<file path="src/rtl/dgate_pkg.sv">
// Package: shared sizes and the reservation-station entry type of the
// branch / condition-logic dispatch gate.
package dgate_pkg;
    localparam int TAG_W    = 6;
    localparam int SRC_W    = 5;
    localparam int NSRC     = 2;
    localparam int RS_DEPTH = 2;

    typedef struct packed {
        logic [TAG_W-1:0]            tag;
        logic [NSRC-1:0][SRC_W-1:0]  src;
        logic [NSRC-1:0]             rdy;
    } rs_entry_t;
endpackage

</file>
<file path="src/rtl/rs_pick.sv">
// Module: rs_pick
// Chooses which station slot issues. Slot 0 is the oldest entry.
// IN_ORDER=1 grants only slot 0. IN_ORDER=0 grants the lowest-numbered
// requesting slot, which is the oldest ready entry.
// Assumes the requests come from valid, age-ordered slots.
module rs_pick #(
    parameter int DEPTH    = 2,
    parameter bit IN_ORDER = 1'b0,
    localparam int IDX_W   = (DEPTH > 1) ? $clog2(DEPTH) : 1
) (
    input  logic [DEPTH-1:0] req,
    output logic             gnt_vld,
    output logic [IDX_W-1:0] gnt_idx
);
    generate
        if (IN_ORDER) begin : g_head
            // Only the head entry may leave.
            assign gnt_vld = req[0];
            assign gnt_idx = '0;
        end else begin : g_oldest
            // Scan from youngest to oldest so the oldest ready entry wins.
            always_comb begin
                gnt_idx = '0;
                for (int i = DEPTH - 1; i >= 0; i--) begin
                    if (req[i]) gnt_idx = IDX_W'(i);
                end
            end
            assign gnt_vld = |req;
        end
    endgenerate
endmodule

</file>
<file path="src/rtl/rs_station.sv">
// Module: rs_station
// Small age-ordered reservation station. Valid entries sit in the lowest
// slots, and slot 0 is the oldest. It takes at most one push and one issue
// per cycle. An issue compacts the younger entries downward. Wakeups set
// operand ready bits from the next cycle on.
// Assumes push is never raised while full is high, which the gate ensures.
module rs_station
    import dgate_pkg::*;
#(
    parameter int DEPTH    = 2,
    parameter bit IN_ORDER = 1'b0,
    localparam int IDX_W   = (DEPTH > 1) ? $clog2(DEPTH) : 1
) (
    input  logic             clk,
    input  logic             rst_n,
    input  logic             flush,
    input  logic             push,
    input  rs_entry_t        push_entry,
    input  logic             wake_valid,
    input  logic [SRC_W-1:0] wake_id,
    input  logic             unit_ready,
    output logic             full,
    output logic             issue_valid,
    output logic [TAG_W-1:0] issue_tag
);
    rs_entry_t          ent_q [DEPTH];
    rs_entry_t          ent_n [DEPTH];
    logic [DEPTH-1:0]   vld_q, vld_n;
    logic [DEPTH-1:0]   ready_vec;
    logic               gnt_vld;
    logic [IDX_W-1:0]   gnt_idx;
    logic               fire;
    int                 occ;

    // Return an entry with the broadcast wakeup applied to its ready bits.
    function automatic rs_entry_t apply_wake(input rs_entry_t e);
        rs_entry_t r;
        r = e;
        for (int k = 0; k < NSRC; k++) begin
            if (wake_valid && (e.src[k] == wake_id)) r.rdy[k] = 1'b1;
        end
        return r;
    endfunction

    // Flag the slots whose operands are all ready.
    always_comb begin
        for (int i = 0; i < DEPTH; i++) ready_vec[i] = vld_q[i] & (&ent_q[i].rdy);
    end

    rs_pick #(.DEPTH(DEPTH), .IN_ORDER(IN_ORDER)) u_pick (
        .req     (ready_vec),
        .gnt_vld (gnt_vld),
        .gnt_idx (gnt_idx)
    );

    assign fire        = gnt_vld & unit_ready;
    assign issue_valid = fire;
    assign issue_tag   = ent_q[gnt_idx].tag;
    assign full        = vld_q[DEPTH-1];

    // Count the occupied slots.
    always_comb begin
        occ = 0;
        for (int i = 0; i < DEPTH; i++) occ += int'(vld_q[i]);
    end

    // Next state: remove the issued slot, compact, wake, then append the push.
    always_comb begin
        int slot;
        vld_n = '0;
        for (int i = 0; i < DEPTH; i++) ent_n[i] = ent_q[i];
        for (int i = 0; i < DEPTH; i++) begin
            int s;
            s = (fire && (i >= int'(gnt_idx))) ? i + 1 : i;
            if (s < DEPTH) begin
                vld_n[i] = vld_q[IDX_W'(s)];
                ent_n[i] = apply_wake(ent_q[IDX_W'(s)]);
            end
        end
        slot = occ - (fire ? 1 : 0);
        if (push && (slot < DEPTH)) begin
            vld_n[IDX_W'(slot)] = 1'b1;
            ent_n[IDX_W'(slot)] = apply_wake(push_entry);
        end
    end

    // Slot valid bits: cleared by reset or flush.
    always_ff @(posedge clk) begin
        if (!rst_n || flush) vld_q <= '0;
        else                 vld_q <= vld_n;
    end

    // Slot payloads: qualified by the valid bits, so no reset is needed.
    always_ff @(posedge clk) begin
        for (int i = 0; i < DEPTH; i++) ent_q[i] <= ent_n[i];
    end
endmodule

</file>
<file path="src/rtl/dispatch_gate.sv">
// Module: dispatch_gate (top)
// One dispatch bus feeds two reservation stations: a branch station, which
// issues in age order, and a condition-logic station, which issues its
// oldest ready entry. Dispatch stops for both while either station is full.
// The full flags are registered, so a slot freed this cycle counts next cycle.
// Assumes the upstream holds an offered instruction until disp_accept.
module dispatch_gate
    import dgate_pkg::*;
(
    input  logic                  clk,
    input  logic                  rst_n,
    input  logic                  flush,
    input  logic                  disp_valid,
    input  logic                  disp_is_cr,
    input  logic [TAG_W-1:0]      disp_tag,
    input  logic [NSRC*SRC_W-1:0] disp_src,
    input  logic [NSRC-1:0]       disp_src_rdy,
    input  logic                  wake_valid,
    input  logic [SRC_W-1:0]      wake_id,
    input  logic                  br_unit_ready,
    input  logic                  cr_unit_ready,
    output logic                  disp_accept,
    output logic                  br_issue_valid,
    output logic [TAG_W-1:0]      br_issue_tag,
    output logic                  cr_issue_valid,
    output logic [TAG_W-1:0]      cr_issue_tag
);
    localparam int NUNIT = 2;   // index 0: branch, index 1: condition logic

    rs_entry_t        new_entry;
    logic [NUNIT-1:0] unit_full, unit_push, unit_rdy, unit_iv;
    logic [TAG_W-1:0] unit_tag [NUNIT];

    // Pack the offered instruction into a station entry.
    always_comb begin
        new_entry.tag = disp_tag;
        new_entry.rdy = disp_src_rdy;
        for (int k = 0; k < NSRC; k++) new_entry.src[k] = disp_src[k*SRC_W +: SRC_W];
    end

    // Shared-bus admission: a full station blocks both kinds.
    assign disp_accept  = disp_valid & ~flush & ~(|unit_full);
    assign unit_push[0] = disp_accept & ~disp_is_cr;
    assign unit_push[1] = disp_accept &  disp_is_cr;
    assign unit_rdy     = {cr_unit_ready, br_unit_ready};

    generate
        for (genvar u = 0; u < NUNIT; u++) begin : g_unit
            rs_station #(.DEPTH(RS_DEPTH), .IN_ORDER(u == 0)) u_rs (
                .clk         (clk),
                .rst_n       (rst_n),
                .flush       (flush),
                .push        (unit_push[u]),
                .push_entry  (new_entry),
                .wake_valid  (wake_valid),
                .wake_id     (wake_id),
                .unit_ready  (unit_rdy[u]),
                .full        (unit_full[u]),
                .issue_valid (unit_iv[u]),
                .issue_tag   (unit_tag[u])
            );
        end
    endgenerate

    assign br_issue_valid = unit_iv[0];
    assign br_issue_tag   = unit_tag[0];
    assign cr_issue_valid = unit_iv[1];
    assign cr_issue_tag   = unit_tag[1];
endmodule

</file>
<file path="config.mk">
export PLATFORM = sky130hd
export DESIGN_NAME = dispatch_gate
export DESIGN_NICKNAME = d
export VERILOG_FILES = /design/src/rtl/dgate_pkg.sv /design/src/rtl/rs_pick.sv /design/src/rtl/rs_station.sv /design/src/rtl/dispatch_gate.sv
export SDC_FILE = /design/constraint.sdc
export NUM_CORES = 1
export LEC_CHECK = 0
export BUFFER_PORTS_ARGS = -buffer_cell sky130_fd_sc_hd__buf_2
export CORE_MARGIN = 1
export CORE_UTILIZATION = 23
export DETAILED_ROUTE_END_ITERATION = 10
export GPL_ROUTABILITY_DRIVEN = 0
export PLACE_DENSITY = 0.43
export SLEW_MARGIN = 20
export SYNTH_ARGS = -nofsm -noshare
export SYNTH_HDL_FRONTEND = slang
export SYNTH_SLANG_ARGS = --single-unit
export TNS_END_PERCENT = 50
</file>
<file path="constraint.sdc">
create_clock -name clk -period 1.9 [get_ports clk]
set_input_delay 0.095 -clock clk [delete_from_list [all_inputs] [get_ports clk]]
set_output_delay 0.095 -clock clk [all_outputs]
set_load 0.1 [all_outputs]
</file>
* After elaboration in Yosys (flattened, before gate mapping)
Memory sizes are Yosys's and may differ from the RTL's.
Index checks and enable logic that the tools add are counted.
** Storage, ports and cells
- Input bits :: 31
- Memories :: 2
- Memory bits (writable) :: 72
- Register bits after elaboration :: 4
- Output and inout port bits :: 15
- Word-level logic and storage cells :: 128
** Cells by class
- Reduce and logical (&&, ||, !) cells :: 24
- Equal/unequal tests :: 10
- Multiplexer cells :: 51
- Magnitude comparators :: 19
- Bitwise operators :: 16
- $add $sub $neg :: 4
** Memories
- g_unit[0].u_rs.ent_q :: words 2, width 18, read ports 4, clocked after Yosys merged registers in 0, wr ports 2, RTL line rs_station.sv:26 : rs_entry_t ent_q [DEPTH];
- g_unit[1].u_rs.ent_q :: words 2, width 18, read ports 5, clocked after Yosys merged registers in 0, wr ports 2, RTL line rs_station.sv:26
** Operator list (count)
- 32-bit by 3-bit < comparator with 1-bit output, second input constant :: 6
- 18-bit two-way mux :: 6
- 36-bit bitwise mux :: 2
- 36-bit two-way mux :: 2
- 32-bit subtractor :: 2
- 5-bit equality test :: 10
- 18-bit demux with 1-bit select :: 2
- 1-bit two-way mux :: 33
- 1-bit by 3-bit < comparator with 1-bit output, second input constant :: 6
- 1-bit logical AND :: 17
- 1-bit AND :: 9
- 2-bit two-way mux :: 4
- 2-bit AND reduction :: 3
- 1-bit NOT :: 5
- 1-bit by 1-bit adder with 2-bit output :: 2
- 1-bit by 2-bit >= comparator with 1-bit output, second input constant :: 2
- 2-bit OR :: 2
- 2-bit OR reduction :: 2
- 1-bit demux with 1-bit select :: 2
- 1-bit >= comparator, second input constant :: 2
- 1-bit < comparator, second input constant :: 2
- 1-bit >= comparator, first input constant :: 1
- 1-bit zero test :: 1
- 1-bit logical OR :: 1

* Depth between registers and ports, before layout
Gate-level depths: netlist of the first run.
An unclocked memory read counts as a cell.
- Depth after elaboration :: 15
- Mapped depth :: 10
- Mapped depth without buffers :: 8

* Modules after synthesis
A second synthesis of the first run with hierarchy kept.
** Second synthesis, totals
- Cell total of the unflattened synthesis :: 442
- Area, all modules :: 3911.3 um^2
** Modules (own cells, without submodules)
- rs_station at g_unit[0].u_rs :: instances 1, area an instance 1930.6 um^2, cells each 228
- rs_station at g_unit[1].u_rs :: instances 1, area an instance 1911.8 um^2, cells each 206
- dispatch_gate :: instances 1, area an instance 37.5 um^2, cells each 3
- rs_pick at g_unit[0].u_rs.u_pick :: instances 1, area an instance 18.8 um^2, cells each 3
- rs_pick at g_unit[1].u_rs.u_pick :: instances 1, area an instance 12.5 um^2, cells each 2

* Worst setup path before layout of the first run
Ideal clock, no wire load.
- Kind :: register to register
- Start point :: register g_unit[0].u_rs.vld_q[0]
- End point :: memory g_unit[0].u_rs.ent_q[0][1] in the netlist's numbering
- Setup slack :: -1.007 ns
- Period minus slack after synthesis :: 2.907 ns
- Stages on the path, launching flop included :: 11
- Data arrival time :: 2.793 ns
- Buffers on the path :: 2
- Path through :: dfxtp_1 -> nand4_4 -> inv_1 -> clkbuf_1 -> ha_1 -> nand2b_1 -> nand4b_1 -> buf_2 -> o211ai_1 -> o21ai_0 -> a21o_1
** RTL lines
- start: declaration :: RTL line rs_station.sv:28 : logic [DEPTH-1:0] vld_q, vld_n;
- start signal: assignment :: RTL line rs_station.sv:90 : else vld_q <= vld_n;
- end: declaration :: RTL line rs_station.sv:26

==> results of run 1 <==
## cell type report
type	instances	share of cell area
repair buffers	69	0.1211
multi-input cells	241	0.3836
inverters	17	0.01568
well taps	184	0.05343
clock inverters	5	0.01829
flip-flops and latches	76	0.3557
clock buffers	9	0.05226
## through the flow
step                      hold slack, ns  total power, W  area (um^2)
after floorplan                   0.2437        0.002839         3498
after global placement            0.3392        0.003078         3891
after detailed placement          0.3392        0.003085         3891
after CTS                        0.04540        0.004908         4248
after global routing             0.05655        0.005111         4309
final                            0.05594        0.004887         4309
## final timing paths
check                               from                          end  slack, ns  cells after the start
max           g_unit[1].u_rs.ent_q[0][1]   g_unit[1].u_rs.ent_q[0][1]      -0.02                      8
min                          disp_tag[5]  g_unit[0].u_rs.ent_q[0][17]       0.06                      3
max reg2reg   g_unit[1].u_rs.ent_q[0][1]   g_unit[1].u_rs.ent_q[0][1]      -0.02                      8
min reg2reg  g_unit[0].u_rs.ent_q[1][14]  g_unit[0].u_rs.ent_q[1][14]       0.35                      0
## worst max-delay path, stage by stage (launching register included)
cell and delay, ns:
dfxtp_2 0.31, and4_4 0.19, a41oi_4 0.21, clkinvlp_4 0.16, ha_4 0.29, o2111ai_4 0.15, buf_6 0.19, o211ai_1 0.10
o221ai_1 0.17
## cells in the final DEF (no fill, tap or decap), types with 3 or more instances in the layout
cell / Yosys / layout
dfxtp_2: 0 / 3
mux2i_1: 12 / 12
o22ai_1: 4 / 4
buf_12: 0 / 5
nor4_1: 4 / 4
a21oi_1: 16 / 16
ha_1: 4 / 3
o211ai_1: 6 / 6
xnor2_1: 9 / 9
buf_2: 15 / 37
clkbuf_16: 0 / 9
o21ai_0: 9 / 9
xor2_1: 18 / 18
buf_6: 1 / 9
buf_4: 6 / 18
o221ai_1: 4 / 3
nand2_1: 46 / 46
nor2_1: 36 / 36
mux2_2: 6 / 6
dfxtp_1: 76 / 71
a31oi_1: 20 / 19
a41o_1: 3 / 3
inv_1: 17 / 16
nand3_1: 3 / 3
## cells by family after synthesis
group,after synthesis,share of synthesized area
AO/OA/AOI/OAI,84,0.1711
XOR/XNOR,27,0.06895
adder cells (fa/ha/maj),4,0.01459
buffers and inverters,75,0.09631
flip-flops,76,0.4436
multiplexers,19,0.05874
AND/OR/NAND/NOR,107,0.1467
## repair_timing
| item | 4_1_cts | 5_1_grt |
|---|---|---|
| setup buffers | 1 | 2 |
| pin swaps | 0 | 6 |
| resized for setup | 14 | 12 |
| setup endpoints to repair | 16 | 27 |
## synth_stat cells (all sizes together) (2+ instances only)
cell / count
a21oi: 16
inv: 17
and2: 3
a31oi: 20
a21o: 2
a41o: 3
o221ai: 4
o21ai: 9
dfxtp: 76
a21boi: 2
a2111oi: 2
nand2b: 2
nand3: 3
nand4: 3
o211ai: 6
xnor2: 9
nand2: 46
a31o: 2
buf: 22
ha: 4
o22ai: 4
xor2: 18
and3: 2
nor4: 4
mux2i: 13
clkbuf: 36
mux2: 6
o2bb2ai: 2
nor2: 36
nor2b: 2
## state kept, by name (all words and copies together) (netlist names)
name               flops
g_unit.u_rs.vld_q      4
g_unit.u_rs.ent_q     72
## layer usage
metal,routed length (um),global-route usage
met2,3909,0.1948
met1,4613,0.1717
met4,126,0.03943
met5,11,0
met3,480,0.04029
## report_power, final
part,internal (W),switching (W),leakage [nW],total [W]
clock,0.00113,0.000647,0.151,0.00178
combinational,0.000401,0.000782,1.10,0.00118
sequential,0.00180,0.000125,0.629,0.00193
total,0.00333,0.00155,1.88,0.00489
==> impl_metrics.ini, run 1 <==
[outcome]
status = complete, but fails checks
failed_checks = negative setup slack

[cells_and_area]
syn_to_final_growth_pct = 25.65
final_cells = 601
n_antenna_cell = 0
multiInputGateArea_um2 = 1653
fin_nets = 449
drive_gt1_frac = 0.2662
ff_latch_area_um2 = 1533
fillers = 1568
utilization = 0.2965

[synth]
yosysWarnings = 0
syn-num-nets = 427
syn_inst = 392
async_reset_ff_frac = 0
mappedNetlistArea_um2 = 3430
synth_seq_cells = 76
yosysTopAreaCell = dfxtp_1
yosys.area.top_type_share = 0.4436
synth_edf_count = 0
synth-main-ff-cell = dfxtp_1
synth_seq_area_share = 0.4436
synthTopCellsByArea = dfxtp_1 (44%), nand2_1 (5.0%), xor2_1 (4.6%)
syn_area_per_cell_um2 = 8.749
synthDistinctLibCells = 54

[timing]
finalClockSkew_ns = 0.004321
period_share = 1.011
hold_viol_final = 0
finalMaxSlewViolations = 0
final.setup.worst_slack_ns = -0.02027
clock.fmax_mhz = 520.8
worst_pin_slew_ns = 0.4852
tns_ns = -0.02027
rsz0062_at_grt = yes
slew_headroom = 0.6682
period_needed_ns = 1.920
setup_viol = 1

[global_routing]
overflow = 0
antenna_found_initial = 1
grt_pass1_vias = 2742
grt_pass1_wl_um = 14680
grt_max_degree = 25
grt_usage = 0.1282

[worst_setup_path]
required_ns = 2.09
path_class = flop to flop
cp_max_fo = 6
start_kind = flop
cp-end-kind = flop
arrival_ns = 2.11

[cts]
cts_tree = done
numCtsBuffers = 9
cts_buffer_depth = 2
cts_root_buf = clkbuf_16
cts.hold.buffers_added = 0
htreeDepth = 3
cts.clk_slew.worst_paths_ns = 0.06
cts_num_sinks = 76
clkLatencyLatePin_ns = 0.33

[power]
ir_worst_vdd_mv = 0.6173
power_density_nw_per_um2 = 1134
leakage_nw = 1.884

[die]
die_h_um = 124.1
row_count = 44
start_util = 0.2360
fp.dieArea_um2 = 15400
core_area_um2 = 14530
dieWidth_um = 124.1
io_pins = 46

[place]
dp.final_hpwl_um = 6635
portBuffers = 45
dp.cells = 584
pre_cts_ws_ns = -0.06113

[route]
ant_nets = 0
routed_wl_um = 9141
num_vias = 2697
first_pass_iters = 4
post_drt_wl_per_cell_um = 15.21
via_per_inst = 4.488
drt_iter0_drc = 103
drc = 0

[flow_run]
max-cap-violations = 0

[min_path]
min_path_type = primary input to flop
Power figures use the tool's default switching activity.
==> run 2, diff against run 1 <==
--- a/config.mk
+++ b/config.mk
@@ -10,6 +10,7 @@
 export CORE_UTILIZATION = 23
 export DETAILED_ROUTE_END_ITERATION = 10
 export GPL_ROUTABILITY_DRIVEN = 0
+export MAX_ROUTING_LAYER = met4
 export PLACE_DENSITY = 0.43
 export SLEW_MARGIN = 20
 export SYNTH_ARGS = -nofsm -noshare
==> impl_metrics.ini, run 2 (same netlist as run 1, synthesis figures left out) <==
[cells_and_area]
max_flop_register = g_unit.u_rs.ent_q
final_common_cell = dfxtp_1
reg_top3 = g_unit.u_rs.ent_q x72, g_unit.u_rs.vld_q x4
utilization = 0.2967
largest_register_ffs = 72
layout_common_cells = dfxtp_1 (71), nand2_1 (46), buf_2 (37), nor2_1 (36), a31oi_1 (19)
fin_area_um2 = 4312
syn_to_final_growth_pct = 25.72
drive_gt1_frac = 0.2662
fin_nets = 449

[die]
start_util = 0.2360
io_pins = 46
fp.dieArea_um2 = 15400
core_area_um2 = 14530
dieWidth_um = 124.1
row_count = 44
die_h_um = 124.1

[route]
ant_nets = 0
num_vias = 2679
first_pass_iters = 5
via_per_inst = 4.450
drt_iter0_drc = 126
post_drt_wl_per_cell_um = 15.18
routed_wl_um = 9136
drc = 0

[power]
pwr-share-clk = 0.364
swShare = 0.3175
combPwrFrac = 0.242
switchingPower_w = 0.001551
p_seq_frac = 0.394
ir_worst_vdd_mv = 0.6168
leakage_nw = 1.884
internal_power_w = 0.003334
power_density_nw_per_um2 = 1133

[global_routing]
antenna_found_initial = 1
grt_usage = 0.1320
globalRouteMet3Util = 0.03571
top_usage_layer = met2
grt_use_met2 = 0.1951
grt_pass1_wl_um = 14630
groute.layer.met1.usage = 0.1745
grt_pass1_vias = 2750
overflow = 0
grt_max_degree = 25

[cts]
clkLatencyLatePin_ns = 0.33
cts_num_sinks = 76
cts_buffer_depth = 2
cts_root_buf = clkbuf_16
numCtsBuffers = 9
cts_tree = done
htreeDepth = 3
cts.hold.buffers_added = 0
cts.clk_slew.worst_paths_ns = 0.06

[timing]
slew_headroom = 0.6683
finalMaxSlewViolations = 0
finalClockSkew_ns = 0.004751
worst_pin_slew_ns = 0.4851
final.setup.worst_slack_ns = -0.02034
setup_viol = 1
hold_viol_final = 0
period_share = 1.011
whs_ns = 0.05541
clock.fmax_mhz = 520.7
period_needed_ns = 1.920
rsz0062_at_grt = yes

[place]
dp.final_hpwl_um = 6635
place_area_um2 = 3891
portBuffers = 45
pre_cts_ws_ns = -0.06113

[worst_setup_path]
arrival_ns = 2.11
cp_top_family = compound AO/OA/AOI/OAI gates
cp-startpoint = g_unit[1].u_rs.ent_q[0][1]
slowest_stage = dfxtp_2
worstReg2RegStart = g_unit[1].u_rs.ent_q[0][1]
start_kind = flop
cp-end-kind = flop
cp_max_fo = 6
path_cells = and4_4, a41oi_4, clkinvlp_4, ha_4, o2111ai_4, buf_6, o211ai_1, o221ai_1
required_ns = 2.09
path_class = flop to flop
critical-path-max-stage-delay_ns = 0.31
path_buf_inv = 2

[outcome]
status = complete, but fails checks
failed_checks = negative setup slack

[min_path]
hp-start = disp_src[3]
min_path_type = primary input to flop

[flow_run]
max-cap-violations = 0
==> run 2: timing repair <==
| item | 4_1_cts | 5_1_grt |
|---|---|---|
| pin swaps | 0 | 6 |
| endpoints found under the setup margin | 16 | 27 |
| gates resized for setup | 14 | 12 |
| endpoints found under the hold margin | 0 | 0 |
| setup buffers | 1 | 2 |
==> run 2: tightest hold or removal path, stage by stage <==
cell and delay (ns):
buf_2 0.11, nor2_1 0.05, a21oi_1 0.09
==> run 2: final timing paths <==
path | cells after the start | slack, ns | end
max | 8 | -0.02 | g_unit[1].u_rs.ent_q[0][1]
min | 3 | 0.06 | g_unit[1].u_rs.ent_q[0][5]
max reg2reg | 8 | -0.02 | g_unit[1].u_rs.ent_q[0][1]
min reg2reg | 0 | 0.35 | g_unit[0].u_rs.ent_q[1][14]
==> run 2: per-stage QoR <==
stage                     power [W]  instances  setup TNS, ns
after floorplan            0.002839        392         -20.79
after global placement     0.003078        584              0
after detailed placement   0.003085        584        -0.1623
after CTS                  0.004908        599              0
after global routing       0.005111        602        -0.5711
final                      0.004886        602       -0.02034
==> run 2: final cells by class <==
class,instances,area (um^2)
clock buffers,9,225.2
diodes,1,2.502
inverters,17,67.56
multi-input cells,241,1653
fillers,1569,10220
clock inverters,5,78.83
flip-flops and latches,76,1533
repair buffers,69,521.8
well taps,184,230.2
==> run 2: power groups by stage <==
stage               logic, W  clock network, W  registers (W)
finish               0.00118           0.00178        0.00193
global route         0.00127           0.00190        0.00195
CTS                  0.00116           0.00182        0.00193
detailed placement   0.00113                 0        0.00195
global placement     0.00112                 0        0.00195
floorplan           0.000911                 0        0.00193
==> run 2: layer usage <==
layer  part of all wire  up-vias
met5                  0        -
met3              0.051        9
met1               0.51     1233
met2               0.43       67
li1                   -     1370
met4              0.013        0
